## config.mk

```make
export PLATFORM = sky130hd
export DESIGN_NAME = intack_seq
export DESIGN_NICKNAME = d
export VERILOG_FILES = /design/src/rtl/isq_pkg.sv /design/src/rtl/isq_fetch.sv /design/src/rtl/isq_gie.sv /design/src/rtl/isq_arb.sv /design/src/rtl/intack_seq.sv
export SDC_FILE = /design/constraint.sdc
export NUM_CORES = 1
export LEC_CHECK = 0
export BUFFER_PORTS_ARGS = -buffer_cell sky130_fd_sc_hd__buf_2
export CAP_MARGIN = 0
export CORE_UTILIZATION = 59
export CTS_CLUSTER_SIZE = 40
export DETAILED_ROUTE_END_ITERATION = 7
export GPL_TIMING_DRIVEN = 0
export PLACE_DENSITY = 0.81
export SLEW_MARGIN = 5
export SYNTH_ARGS = -nofsm -noshare
export SYNTH_HDL_FRONTEND = slang
export SYNTH_SLANG_ARGS = --single-unit
```

## constraint.sdc

```tcl
create_clock -name clk -period 3.7 [get_ports clk]
set_clock_uncertainty 0.05 [all_clocks]
set_input_delay 0.185 -clock clk [delete_from_list [all_inputs] [get_ports clk]]
set_output_delay 0.185 -clock clk [all_outputs]
set_load 0.02 [all_outputs]
```

## src/rtl/isq_pkg.sv

```systemverilog
package isq_pkg;
  localparam int OP_W = 3;

  typedef enum logic [OP_W-1:0] {
    OP_NOP  = 3'd0,
    OP_EINT = 3'd1,
    OP_DINT = 3'd2,
    OP_JMP  = 3'd3,
    OP_RETI = 3'd4,
    OP_AL5  = 3'd5,
    OP_AL6  = 3'd6,
    OP_AL7  = 3'd7
  } op_e;

  function automatic logic op_is_flow(op_e op);
    return (op == OP_JMP) || (op == OP_RETI);
  endfunction
endpackage

```

## src/rtl/isq_fetch.sv

```systemverilog
module isq_fetch
  import isq_pkg::*;
#(
  parameter int ADDR_W     = 8,
  parameter int RESET_ADDR = 0
) (
  input  logic              clk,
  input  logic              rst,
  input  logic [OP_W+ADDR_W-1:0] instr_in,
  input  logic              redirect,
  input  logic [ADDR_W-1:0] redirect_addr,
  input  logic              discard,
  output logic [ADDR_W-1:0] fetch_addr,
  output logic              ex_valid,
  output op_e               ex_op,
  output logic [ADDR_W-1:0] ex_tgt,
  output logic [ADDR_W-1:0] ex_pc
);
  logic [ADDR_W-1:0] fa_q, tgt_q, pc_q;
  logic              vld_q;
  op_e               op_q;

  // Prefetch latch: the word fetched this cycle executes in the next one.
  always_ff @(posedge clk) begin
    if (rst) begin
      fa_q  <= ADDR_W'(RESET_ADDR);
      vld_q <= 1'b0;
      op_q  <= OP_NOP;
      tgt_q <= '0;
      pc_q  <= '0;
    end else if (redirect) begin
      fa_q  <= redirect_addr;
      vld_q <= 1'b0;
    end else begin
      fa_q  <= fa_q + 1'b1;
      vld_q <= !discard;
      op_q  <= op_e'(instr_in[OP_W+ADDR_W-1:ADDR_W]);
      tgt_q <= instr_in[ADDR_W-1:0];
      pc_q  <= fa_q;
    end
  end

  assign fetch_addr = fa_q;
  assign ex_valid   = vld_q;
  assign ex_op      = op_q;
  assign ex_tgt     = tgt_q;
  assign ex_pc      = pc_q;
endmodule

```

## src/rtl/isq_gie.sv

```systemverilog
module isq_gie
  import isq_pkg::*;
(
  input  logic clk,
  input  logic rst,
  input  logic ex_valid,
  input  op_e  ex_op,
  input  logic dispatch,
  output logic gie,
  output logic shadow
);
  logic gie_q, sh_q, saved_q;

  always_ff @(posedge clk) begin
    if (rst) begin
      gie_q   <= 1'b0;
      sh_q    <= 1'b0;
      saved_q <= 1'b0;
    end else if (dispatch) begin
      saved_q <= gie_q;
      gie_q   <= 1'b0;
      sh_q    <= 1'b0;
    end else if (ex_valid) begin
      unique case (ex_op)
        OP_EINT: begin gie_q <= 1'b1;    sh_q <= 1'b1; end
        OP_DINT: begin gie_q <= 1'b0;    sh_q <= 1'b0; end
        OP_RETI: begin gie_q <= saved_q; sh_q <= 1'b1; end
        default: sh_q <= 1'b0;
      endcase
    end
  end

  assign gie    = gie_q;
  assign shadow = sh_q;
endmodule

```

## src/rtl/isq_arb.sv

```systemverilog
module isq_arb
  import isq_pkg::*;
#(
  parameter int ADDR_W   = 8,
  parameter int VEC_ADDR = 240
) (
  input  logic              clk,
  input  logic              rst,
  input  logic              irq,
  input  logic              ex_valid,
  input  op_e               ex_op,
  input  logic              gie,
  input  logic              shadow,
  input  logic [ADDR_W-1:0] fetch_addr,
  output logic              discard,
  output logic              redirect,
  output logic [ADDR_W-1:0] redirect_addr,
  output logic              dispatch,
  output logic [ADDR_W-1:0] ret_pc
);
  logic              flush_q;
  logic [ADDR_W-1:0] ret_q;
  logic              grant;

  // Grant: the executing instruction retires, its prefetched successor is dropped.
  assign grant = !flush_q && ex_valid && irq && gie && !shadow && !op_is_flow(ex_op);

  always_ff @(posedge clk) begin
    if (rst) begin
      flush_q <= 1'b0;
      ret_q   <= '0;
    end else if (grant) begin
      flush_q <= 1'b1;
      ret_q   <= fetch_addr;
    end else begin
      flush_q <= 1'b0;
    end
  end

  // Flush cycle: enter the vector, or cancel and refetch if the flag was cleared.
  assign discard       = grant;
  assign redirect      = flush_q;
  assign dispatch      = flush_q && gie;
  assign redirect_addr = gie ? ADDR_W'(VEC_ADDR) : ret_q;
  assign ret_pc        = ret_q;

  a_r4_disable_wins: assert property (@(posedge clk) disable iff (rst)
    (flush_q && $past(ex_valid && ex_op == OP_DINT)) |-> !dispatch);
endmodule

```

## src/rtl/intack_seq.sv

```systemverilog
module intack_seq
  import isq_pkg::*;
#(
  parameter int ADDR_W     = 8,
  parameter int RESET_ADDR = 0,
  parameter int VEC_ADDR   = 240
) (
  input  logic                   clk,
  input  logic                   rst,
  input  logic [OP_W+ADDR_W-1:0] instr_in,
  input  logic                   irq,
  output logic [ADDR_W-1:0]      fetch_addr,
  output logic                   vec_stb,
  output logic                   gie,
  output logic                   retire_stb,
  output logic [ADDR_W-1:0]      retire_pc
);
  logic              ex_valid, shadow, discard, arb_redir, dispatch, redir;
  op_e               ex_op;
  logic [ADDR_W-1:0] ex_tgt, ex_pc, arb_addr, ret_pc, redir_addr;
  logic              vec_q, ret_stb_q;
  logic [ADDR_W-1:0] ret_pc_q;

  always_comb begin
    redir      = arb_redir;
    redir_addr = arb_addr;
    if (ex_valid && ex_op == OP_JMP) begin
      redir      = 1'b1;
      redir_addr = ex_tgt;
    end else if (ex_valid && ex_op == OP_RETI) begin
      redir      = 1'b1;
      redir_addr = ret_pc;
    end
  end

  isq_fetch #(.ADDR_W(ADDR_W), .RESET_ADDR(RESET_ADDR)) u_fetch (
    .clk, .rst, .instr_in,
    .redirect(redir), .redirect_addr(redir_addr), .discard,
    .fetch_addr, .ex_valid, .ex_op, .ex_tgt, .ex_pc
  );

  isq_gie u_gie (
    .clk, .rst, .ex_valid, .ex_op, .dispatch, .gie, .shadow
  );

  isq_arb #(.ADDR_W(ADDR_W), .VEC_ADDR(VEC_ADDR)) u_arb (
    .clk, .rst, .irq, .ex_valid, .ex_op, .gie, .shadow, .fetch_addr,
    .discard, .redirect(arb_redir), .redirect_addr(arb_addr), .dispatch, .ret_pc
  );

  always_ff @(posedge clk) begin
    if (rst) begin
      vec_q     <= 1'b0;
      ret_stb_q <= 1'b0;
      ret_pc_q  <= '0;
    end else begin
      vec_q     <= dispatch;
      ret_stb_q <= ex_valid;
      ret_pc_q  <= ex_pc;
    end
  end

  assign vec_stb    = vec_q;
  assign retire_stb = ret_stb_q;
  assign retire_pc  = ret_pc_q;

  // Checker: instructions executed since the enable flag last became 1 (saturating).
  logic [1:0] en_cnt;
  always_ff @(posedge clk) begin
    if (rst || !gie) en_cnt <= '0;
    else if (ex_valid && en_cnt != 2'd3) en_cnt <= en_cnt + 1'b1;
  end

  a_r3_shadow_retired: assert property (@(posedge clk) disable iff (rst)
    dispatch |-> en_cnt >= 2'd2);
  a_r6_gie_at_dispatch: assert property (@(posedge clk) disable iff (rst)
    vec_stb |-> ($past(gie) && !gie));
  a_r6_vector_fetch: assert property (@(posedge clk) disable iff (rst)
    vec_stb |-> fetch_addr == ADDR_W'(VEC_ADDR));
  a_r6_flush_quiet: assert property (@(posedge clk) disable iff (rst)
    vec_stb |-> !retire_stb);
endmodule

```

; Word level (Yosys, flattened, before mapping)
; Index checks and enable logic that the tools add are counted.
[totals]
ff_bits = 50
word_cells = 45
[op_classes]
add_sub_neg = 1
n_reduce_logical = 18
mux = 9
eq_ne = 4
[op_table]
columns = operator, count
row1 = $mux 8, 4
row2 = $add 8x1->8 const B, 1
row3 = $logic_and 1x1->1, 8
row4 = $eq 3x2->1 const B, 2
row5 = $reduce_or 2->1, 3
row6 = $logic_not 1->1, 4
row7 = $mux 1, 4
row8 = $eq 3x1->1 const B, 1
row9 = $eq 3x3->1 const B, 1
row10 = $pmux 1 s3, 1
row11 = $reduce_bool 3->1, 1
row12 = $reduce_and 2->1, 1
row13 = $logic_or 1x1->1, 1

; Longest topological paths before layout
; Gate-level depths: netlist of the first run.
[logic_depth]
word_depth = 7
depth_mapped = 7
depth_no_buf = 5

; By module
; From an unflattened synthesis of the first run, not the netlist that was laid out.
[unflattened]
hier_cells = 225
hier_area_um2 = 2184.6
[modules_own_cells]
columns = mod, instances, cells_per_inst, area_each_um2
row1 = isq_fetch, 1, 109, 1082.3
row2 = isq_arb, 1, 49, 475.5
row3 = intack_seq, 1, 50, 460.4
row4 = isq_gie, 1, 17, 166.4

; Worst setup path after synthesis of the first run
; Ideal clock, no wire load.
[synth_path]
kind = reg2reg
from = reg u_fetch.op_q[0], in the netlist u_fetch.ex_op[0]
to = reg u_fetch.pc_q[0], in the netlist u_fetch.ex_pc[0]
setup_time_ns = 0.132
setup_slack_ns = 2.140
required_time_ns = 3.518
n_path_buf = 3
arrival_time_ns = 1.378
stages_incl_launch_ff = 8
path_cell_list = dfxtp_1 buf_2 and4bb_4 or3_1 buf_2 buf_2 nand2_1 a21oi_1
[synth_via]
elab_chain_cells = 4
elab_cells_between_ends = 6
[synth_rtl]
columns = element, line_no
row1 = from (decl), isq_fetch.sv:21  ; op_e op_q;
row2 = from (signal assigned), isq_fetch.sv:37  ; op_q <= op_e'(instr_in[OP_W+ADDR_W-1:ADDR_W]);
row3 = $eq 3x3->1, intack_seq.sv:30  ; end else if (ex_valid && ex_op == OP_RETI) begin
row4 = $logic_and 1x1->1, intack_seq.sv:30
row5 = $mux 1, intack_seq.sv:30
row6 = $mux 1 (*), intack_seq.sv:27  ; if (ex_valid && ex_op == OP_JMP) begin
row7 = to (signal assigned), isq_fetch.sv:39  ; pc_q <= fa_q;
row8 = to (decl), isq_fetch.sv:19  ; logic [ADDR_W-1:0] fa_q, tgt_q, pc_q;
; Mark *: on every way between the ends. The rest lies on a longest branch, timed or not.
; A chain may end at the register's enable or synchronous reset.

; Worst setup path after layout of the first run
; Ends and elaborated chain as after synthesis.

==> impl_metrics.csv, run 1 <==
group,metric,value,unit
floorplanning,die_x,60.1,um
timing,post-route-period-util,47.9,%
clock_tree,cts_root_buf,"clkbuf_4",
routing,wl_per_cell,13.1,um
routing,drtAntennaViolNets,0,
synthesis,synthArstFlopShare,0,%
synthesis,mappedNetlistArea,0.00199,mm^2
power_and_ir_drop,p_leak,1.01,nW
floorplanning,rows,20,
synthesis,yosysMostFrequentCell,"dfxtp_1",
power_and_ir_drop,power.total,0.968,mW
floorplanning,die_y,60.1,um
routing,via_count,1637,
clock_tree,htreeDepth,2,
placement,dp_slack,1.95,ns
timing,finalSetupViolCount,0,
layout,final_cells,314,
clock_tree,cts_num_sinks,50,
job,maxCapViolations,0,
routing,vias_per_cell,5.21,
routing,wl,4120,um
layout,n_fill_cell,246,
layout,fin_util,75.3,%
clock_tree,cts_buffer_depth,2,
synthesis,ys_seq_elements,50,
layout,drive_gt1_share,18.9,%
power_and_ir_drop,peakVddDrop,307,uV
clock_tree,tritoncts,"yes",
placement,dp_cells,297,
synthesis,ys_warn_count,0,
min_path,hold_path_class,"input pin to flip-flop",
global_route,busiest_layer,"met2",
global_route,grt_max_degree,15,
clock_tree,cts_resized,0,
timing,fin_tns_setup,0,ns
clock_tree,post-cts-setup-buffer-count,0,
synthesis,netlist_instances,221,
timing,worstMarginPinSlew,0.567,ns
synthesis,synth_area_leaders,"dfxtp_1 50%, nand2_1 7.9%, a21oi_1 6.3%",
timing,hold_violations,0,
timing,rsz0062_at_grt,"false",
synthesis,synth_nets,236,
critical_path,path_max_fanout,10,
synthesis,syn_area_per_cell,9.00,um^2
placement,gp_congestion,0.789,
global_route,grtUsageMet3,7.58,%
critical_path,end_kind,"flip-flop",
routing,drt_first_pass_iters,4,
clock_tree,clk_latency,0.37,ns
floorplanning,initial_core_util,63.6,%
critical_path,path_class,"flip-flop to flip-flop",
synthesis,synth_area_leader_cell,"dfxtp_1",
timing,post-route-min-period,1.77,ns
global_route,grt_pass1_vias,1437,
synthesis,synth_edf_count,0,
timing,max_slew_margin,62.0,%
synthesis,synth_ff_type,"dfxtp_1",
global_route,antenna_found_initial,0,
floorplanning,core,0.00313,mm^2
timing,setup_slack,1.93,ns
critical_path,start_kind,"flip-flop",
routing,dr.first_iter.drc_count,65,
layout,finalNetCount,284,
synthesis,synth.top_cell.area_share,50.3,%
floorplanning,dieArea,0.00361,mm^2
power_and_ir_drop,powerDensity,411,mW/mm^2
layout,diodes,0,
critical_path,required,3.95,ns
floorplanning,num_io_pins,33,
synthesis,synth.distinct_cells,35,
timing,slew_viol_final,0,
global_route,grtUsageMet1,34.5,%
critical_path,arrival,2.03,ns
timing,fmax,564,MHz
placement,port_buffers,32,
routing,drc,0,
global_route,grt_pass1_wl,6670,um
clock_tree,numCtsBuffers,5,
placement,dp_hpwl,2810,um
clock_tree,clkTransAtPathRegs,0.13,ns
global_route,grt-ovfl-total,0,
synthesis,netlist_top_cells_count,"50 x dfxtp_1, 42 x nand2_1, 25 x a21oi_1",
global_route,use_met2,39.0,%
status,status,"complete, no violations",
global_route,track_usage,25.7,%
synthesis,seq_area_frac_synth,50.3,%
layout,areaGrowthSynthToFinish,18.4,%
## layout make-up
| cell class | count | area [um^2] | share of cell area, % |
|---|---|---|---|
| tap | 44 | 55.1 | 2.34 |
| timing repair buffer | 41 | 250 | 10.6 |
| inverter | 4 | 15.0 | 0.638 |
| sequential | 50 | 1000 | 42.5 |
| clock inverter | 1 | 5.00 | 0.213 |
| clock buffer | 7 | 55.1 | 2.34 |
| multi-input combinational | 153 | 888 | 37.7 |
| buffer | 14 | 85.1 | 3.61 |
## critical path: stages (launching register included)
cell and delay [ns]:
dfxtp_1 0.32, buf_2 0.17, and4b_1 0.21, buf_2 0.20, nor3_4 0.38, buf_6 0.20
nand2_1 0.06, a21oi_1 0.12
## sequential cells by signal (all words and copies together), names as in the netlist, 3 cells and up
signal	count
retire_pc	8
u_arb.ret_pc	8
u_fetch.ex_pc	8
u_fetch.ex_tgt	8
u_fetch.fetch_addr	8
u_fetch.ex_op	3
## placed cells by master, fill, tap and decap left out, drive strengths merged, types with 4 or more instances in the layout
master,instances
dfxtp,50
nand2,42
buf,41
a21oi,25
nor2,17
nor2b,12
clkbuf,12
dlygate4sd3,9
mux2i,8
a221oi,5
xnor2,5
nor3,5
nand2b,4
nand3b,4
inv,4
o21ai,4
## metrics by stage
step	area [um^2]	hold WS [ns]
4_1_cts	2310	0.000802
3_5_place_dp	2200	0.380
3_3_place_gp	2200	0.376
6_report	2350	0.0138
2_1_floorplan	1990	0.271
5_1_grt	2350	0.00536
## per-layer routing
layer | wire length [um] | share of wire, %
met4 | 46 | 1.1
met2 | 1880 | 46
met3 | 154 | 3.7
met5 | 0 | 0
met1 | 2040 | 50
## power breakdown
group          leakage, nW  switching, mW  total [mW]  internal [mW]
Combinational        0.570         0.0689       0.124         0.0551
Clock               0.0353          0.167       0.259         0.0925
Sequential           0.408         0.0220       0.584          0.562
## kinds of logic (layout without fill, tap and decap cells)
kind of cell | Yosys count | in the layout | share of synthesized area (%)
AND/OR/NAND/NOR | 92 | 92 | 22.9
flip-flops | 50 | 50 | 50.3
AO/OA/AOI/OAI | 45 | 45 | 14.0
adder cells (fa/ha/maj) | 1 | 1 | 0.629
multiplexers | 8 | 8 | 4.03
buffers and inverters | 18 | 67 | 5.03
XOR/XNOR | 7 | 7 | 3.08
## final timing paths
kind                                   startpoint           endpoint  slack [ns]  cells past startpoint
worst max-delay path             u_fetch.ex_op[0]   u_fetch.ex_pc[0]        1.93                      7
worst min-delay path                  instr_in[7]  u_fetch.ex_tgt[7]        0.01                      3
worst max register to register   u_fetch.ex_op[0]   u_fetch.ex_pc[0]        1.93                      7
worst min register to register  u_fetch.ex_tgt[4]  u_fetch.ex_tgt[4]        0.41                      2
## timing repair
item                                   in CTS  in global routing
endpoints found under the hold margin       5                  4
hold buffers                                5                  4
setup endpoints to repair                   0                  0
No activity file was read; power rests on OpenSTA's default activity.
==> run 2: changes to the inputs <==
CORE_UTILIZATION = 49   (was 59)
PLACE_DENSITY = 0.72   (was 0.81)
clock period = 1.6 ns   (was 3.7 ns; I/O delays follow)
==> run 2 against run 1 <==
The run now ends with negative setup slack left; final area up 17%; power rose to 2.6 times the previous value; utilization shrank 2.0 points; via count is 11% higher; setup slack got worse by 2.0 ns.
==> impl_metrics.csv, run 2 (synthesized netlist as in run 1, its figures left out) <==
group,metric,value,unit
timing,slew_viol_final,0,
routing,dr.first_iter.drc_count,117,
timing,holdWs,0.0349,ns
layout,drive_gt1_share,35.8,%
critical_path,r2r_end,"u_fetch.ex_pc[4]",
layout,fin_area,0.00276,mm^2
power_and_ir_drop,p_leak,1.19,nW
routing,wl,4930,um
floorplanning,initial_core_util,52.8,%
layout,diodes,0,
clock_tree,clk_latency,0.31,ns
floorplanning,core,0.00377,mm^2
floorplanning,num_io_pins,33,
min_path,hold_path_class,"input pin to flip-flop",
clock_tree,tritoncts,"yes",
routing,wl_per_cell,14.8,um
critical_path,crit_slowest_cell,"or3_4",
clock_tree,numCtsBuffers,5,
clock_tree,cts_num_sinks,50,
critical_path,arrival,1.76,ns
floorplanning,die_x,65.7,um
status,status,"finished, violations left",
layout,final_cell_mix,"45 x dfxtp_1, 33 x buf_2, 23 x nand2_1, 19 x a21oi_1, 18 x nand2_2",
critical_path,path_cells,"buf_6 > and4bb_4 > or3_4 > clkbuf_16 > nand2_1 > a21oi_1",
routing,drt_first_pass_iters,4,
floorplanning,rows,22,
global_route,grt-ovfl-total,0,
critical_path,required,1.72,ns
global_route,grt_pass1_wl,7180,um
layout,fin_util,73.3,%
routing,drtAntennaViolNets,0,
critical_path,crit_family,"simple AND/OR/NAND/NOR gates",
layout,n_fill_cell,282,
min_path,min_from,"rst",
min_path,hold_end,"u_gie.shadow",
status,violations,"negative setup slack",
timing,max_slew_margin,62.6,%
min_path,worstHoldPathCells,3,
routing,vias_per_cell,5.44,
job,maxCapViolations,0,
timing,post-route-period-util,103,%
timing,finalSetupViolCount,23,
floorplanning,die_y,65.7,um
critical_path,path_class,"flip-flop to flip-flop",
critical_path,r2r-start,"u_fetch.ex_op[2]",
power_and_ir_drop,powerDensity,913,mW/mm^2
timing,setup_slack,-0.0401,ns
layout,final_cells,333,
critical_path,critPathBufInv,2,
global_route,antenna_found_initial,0,
layout,areaGrowthSynthToFinish,38.9,%
timing,fmax,610,MHz
timing,post-route-min-period,1.64,ns
critical_path,start_kind,"flip-flop",
global_route,grt_pass1_vias,1494,
clock_tree,htreeDepth,2,
floorplanning,dieArea,0.00432,mm^2
layout,finalNetCount,299,
clock_tree,clkTransAtPathRegs,0.09,ns
global_route,grt_max_degree,15,
critical_path,end_kind,"flip-flop",
routing,via_count,1810,
timing,rsz0062_at_grt,"true",
placement,port_buffers,32,
power_and_ir_drop,peakVddDrop,722,uV
layout,final_common_cell,"dfxtp_1",
clock_tree,cts_buffer_depth,2,
placement,placed_cell_area,0.00221,mm^2
global_route,track_usage,22.4,%
timing,worstMarginPinSlew,0.561,ns
critical_path,path_max_fanout,8,
placement,dp_cells,301,
placement,gp_congestion,0.800,
clock_tree,cts_root_buf,"clkbuf_8",
critical_path,reg2reg_slack,-0.04,ns
timing,hold_violations,0,
placement,dp_hpwl,2790,um
routing,drc,0,
critical_path,cpPeakStageDelay,0.47,ns
critical_path,r2r_cells,6,
## run 2: metal layers
layer | up-vias | routed length, um | track usage [%]
met5 | - | 0 | 0
met4 | 0 | 92 | 11.1
met3 | 9 | 279 | 4.17
met2 | 71 | 2250 | 32.5
met1 | 849 | 2300 | 31.3
li1 | 881 | - | -
## run 2: worst min-delay path, delay by kind of cell
family	cells	cell delay (ns)
buf+inv	1	0.11
compound gates	2	0.16
## run 2: worst max path at each step
stage | from | to | slack [ns] | cells past startpoint
detailed placement | u_fetch.ex_op[2] | u_fetch.ex_pc[5] | -0.15 | 7
finish | u_fetch.ex_op[2] | u_fetch.ex_pc[4] | -0.04 | 6
global placement | u_fetch.ex_op[2] | u_fetch.ex_pc[0] | -0.15 | 7
floorplan | u_fetch.ex_op[0] | u_fetch.ex_pc[0] | 0.04 | 7
CTS | u_fetch.ex_op[2] | u_fetch.fetch_addr[5] | -0.02 | 7
global route | u_fetch.ex_op[2] | u_fetch.ex_pc[6] | -0.08 | 8
## run 2: stage by stage
step	setup TNS, ns	setup WS, ns	power (mW)
after CTS	-0.0756	-0.0201	2.43
after global placement	-3.32	-0.151	1.64
after floorplan	0	0.0401	1.56
after detailed placement	-3.02	-0.146	1.65
final	-0.488	-0.0401	2.52
after global routing	-1.56	-0.0808	2.63
## run 2: layout make-up
cell class	instances	area (um^2)	share of cell area, %
Buffer	13	120	4.35
Sequential cell	50	1010	36.5
Clock inverter	1	5.00	0.181
Clock buffer	7	86.3	3.12
Multi-Input combinational cell	153	1010	36.5
Inverter	4	15.0	0.543
Tap cell	48	60.1	2.17
Timing Repair Buffer	57	459	16.6
## run 2: power breakdown
part / switching, mW / internal (mW)
clock network: 0.410 / 0.350
registers: 0.0608 / 1.30
logic: 0.200 / 0.203
total: 0.671 / 1.85
## run 2: timing repair
action                     in CTS  in global routing
setup endpoints to repair      28                 35
pin swaps                       2                  8
buffers inserted                5                  4
gates resized for setup        14                 42
gates cloned                    0                  5
hold buffers                   11                  0
hold endpoints to repair       11                  0
==> run 3: changes to the inputs <==
--- a/config.mk
+++ b/config.mk
@@ -13,5 +13,4 @@
 export GPL_TIMING_DRIVEN = 0
 export PLACE_DENSITY = 0.72
-export SLEW_MARGIN = 5
 export SYNTH_ARGS = -nofsm -noshare
 export SYNTH_HDL_FRONTEND = slang
==> constraint.sdc (replaced) <==
create_clock -name clk -period 1.6 [get_ports clk]
set_clock_uncertainty 0.05 [all_clocks]
set_input_delay 0.32 -clock clk [delete_from_list [all_inputs] [get_ports clk]]
set_output_delay 0.32 -clock clk [all_outputs]
set_load 0.02 [all_outputs]
==> run 3 against run 2 <==
The run still ends with negative setup slack left; first-iteration DRC count fell by 31%; utilization fell by 6.1 points; sequential power barely moved; clock-buffer cell count did not move; die area did not move; register-to-register slack improved by 0.02 ns; routed wire length fell by 6.9%; clock power rose by 1%; hold slack improved by 0.15 ns.
==> impl_metrics.csv, run 3 (synthesized netlist as in run 1, its figures left out) <==
group,metric,value,unit
status,status,"finished, violations left",
status,violations,"negative setup slack",
global_route,grt-ovfl-total,0,
min_path,min_from,"instr_in[1]",
timing,hold_violations,0,
power_and_ir_drop,power.total,2.47,mW
critical_path,crit_slowest_cell,"and4bb_4",
layout,finalNetCount,288,
placement,dp_hpwl,2790,um
min_path,hold_path_class,"input pin to flip-flop",
global_route,grt_pass1_vias,1404,
routing,wl_per_cell,14.2,um
floorplanning,rows,22,
critical_path,r2r-start,"u_fetch.ex_op[0]",
layout,final_cell_mix,"45 x dfxtp_1, 39 x nand2_1, 33 x buf_2, 21 x a21oi_1, 14 x nor2_1",
layout,drive_gt1_share,29.6,%
power_and_ir_drop,pwr-share-comb,13.8,%
power_and_ir_drop,p_leak,1.10,nW
clock_tree,htreeDepth,2,
floorplanning,die_y,65.7,um
routing,drt_first_pass_iters,4,
floorplanning,die_x,65.7,um
power_and_ir_drop,power_frac_seq,55.0,%
critical_path,critPathLaunch,"u_fetch.ex_op[0]",
routing,dr.first_iter.drc_count,81,
routing,drtAntennaViolNets,0,
timing,rsz0062_at_grt,"true",
global_route,antenna_found_initial,0,
power_and_ir_drop,powerDensity,973,mW/mm^2
placement,gp_congestion,0.800,
power_and_ir_drop,peakVddDrop,700,uV
layout,diodes,0,
critical_path,end_kind,"flip-flop",
routing,vias_per_cell,5.29,
critical_path,arrival,1.75,ns
power_and_ir_drop,p_int,1.81,mW
timing,slew_viol_final,0,
clock_tree,tritoncts,"yes",
critical_path,cpPeakStageDelay,0.33,ns
global_route,grt_pass1_wl,6910,um
critical_path,start_kind,"flip-flop",
clock_tree,cts_buffer_depth,2,
routing,drc,0,
floorplanning,core,0.00377,mm^2
global_route,grt_max_degree,15,
clock_tree,cts_num_sinks,50,
floorplanning,dieArea,0.00432,mm^2
clock_tree,clk_latency,0.31,ns
layout,areaGrowthSynthToFinish,27.4,%
routing,via_count,1703,
placement,dp_cells,301,
timing,fmax,615,MHz
timing,post-route-period-util,102,%
layout,fin_util,67.2,%
timing,post-route-min-period,1.62,ns
critical_path,path_max_fanout,9,
floorplanning,initial_core_util,52.8,%
routing,wl,4590,um
layout,final_cells,322,
power_and_ir_drop,clkPwrFrac,31.2,%
critical_path,path_cells,"buf_6 > and4bb_4 > buf_4 > nor3_4 > buf_12 > a221oi_1 > a211oi_1",
critical_path,required,1.73,ns
job,maxCapViolations,0,
clock_tree,numCtsBuffers,5,
timing,fin_tns_setup,-0.0364,ns
critical_path,crit_family,"buffers and inverters",
global_route,track_usage,21.6,%
clock_tree,clkTransAtPathRegs,0.09,ns
critical_path,critPathBufInv,3,
timing,max_slew_margin,64.2,%
layout,final_common_cell,"dfxtp_1",
timing,worstMarginPinSlew,0.537,ns
timing,finalSetupViolCount,3,
floorplanning,num_io_pins,33,
power_and_ir_drop,switching_share,26.5,%
power_and_ir_drop,switching_power,0.653,mW
critical_path,path_class,"flip-flop to flip-flop",
clock_tree,cts_root_buf,"clkbuf_8",
timing,setup_slack,-0.0250,ns
placement,port_buffers,32,
==> run 3: cell types whose count changed in the layout (fill, tap and decap cells not counted), sizes merged <==
cell,delta
clkbuf,-2
buf,+2
dlygate4sd3,-11
==> run 3: worst min-delay path, delay by kind of cell <==
kind	cells	cell delay, ns
AND/OR/NAND/NOR	1	0.05
AO/OA/AOI/OAI	1	0.05
buffers and inverters	1	0.09
==> run 3: area by class of cell <==
class                   instances  area, um^2
well taps                      48        60.1
multi-input cells             153         932
inverters                       4        15.0
flip-flops and latches         50        1010
clock buffers                   7        86.3
repair buffers                 46         310
clock inverters                 1        5.00
plain buffers                  13         116
fillers                       313        1240
==> run 3: path summary, 6_finish.rpt <==
kind                           end  slack, ns  depth (start not counted)
max          u_fetch.fetch_addr[2]      -0.02                          7
min              u_fetch.ex_tgt[1]       0.19                          3
max reg2reg  u_fetch.fetch_addr[2]      -0.02                          7
min reg2reg      u_fetch.ex_tgt[4]       0.40                          2
==> run 3: metal layers <==
layer  up-vias  wire length, um  GRT usage [%]
met2        44             2090           28.8
met5         -                0              0
li1        856                -              -
met4         0               67           11.1
met3         8              192           4.34
met1       795             2240           31.9
==> run 3: stage by stage <==
step / cell area (um^2) / setup WS (ns) / hold WS [ns]
floorplan: 1990 / 0.0401 / 0.381
global placement: 2210 / -0.151 / 0.387
detailed placement: 2210 / -0.146 / 0.394
CTS: 2390 / -0.0201 / 0.189
global route: 2530 / -0.108 / 0.189
finish: 2530 / -0.0250 / 0.187
==> run 3: power groups by stage <==
stage          Combinational (mW)  Sequential (mW)  Clock, mW
2_1_floorplan               0.167             1.39          0
3_3_place_gp                0.267             1.38          0
3_5_place_dp                0.268             1.38          0
4_1_cts                     0.297             1.35      0.761
5_1_grt                     0.374             1.36      0.827
6_report                    0.340             1.36      0.770
==> run 3: what timing repair did <==
item / in CTS / in global routing
pin swaps: 2 / 3
buffers inserted: 5 / 6
endpoints found under the hold margin: 0 / 0
setup endpoints to repair: 28 / 36
resized for setup: 14 / 17
hold buffers: 0 / 0
gates cloned: 0 / 3
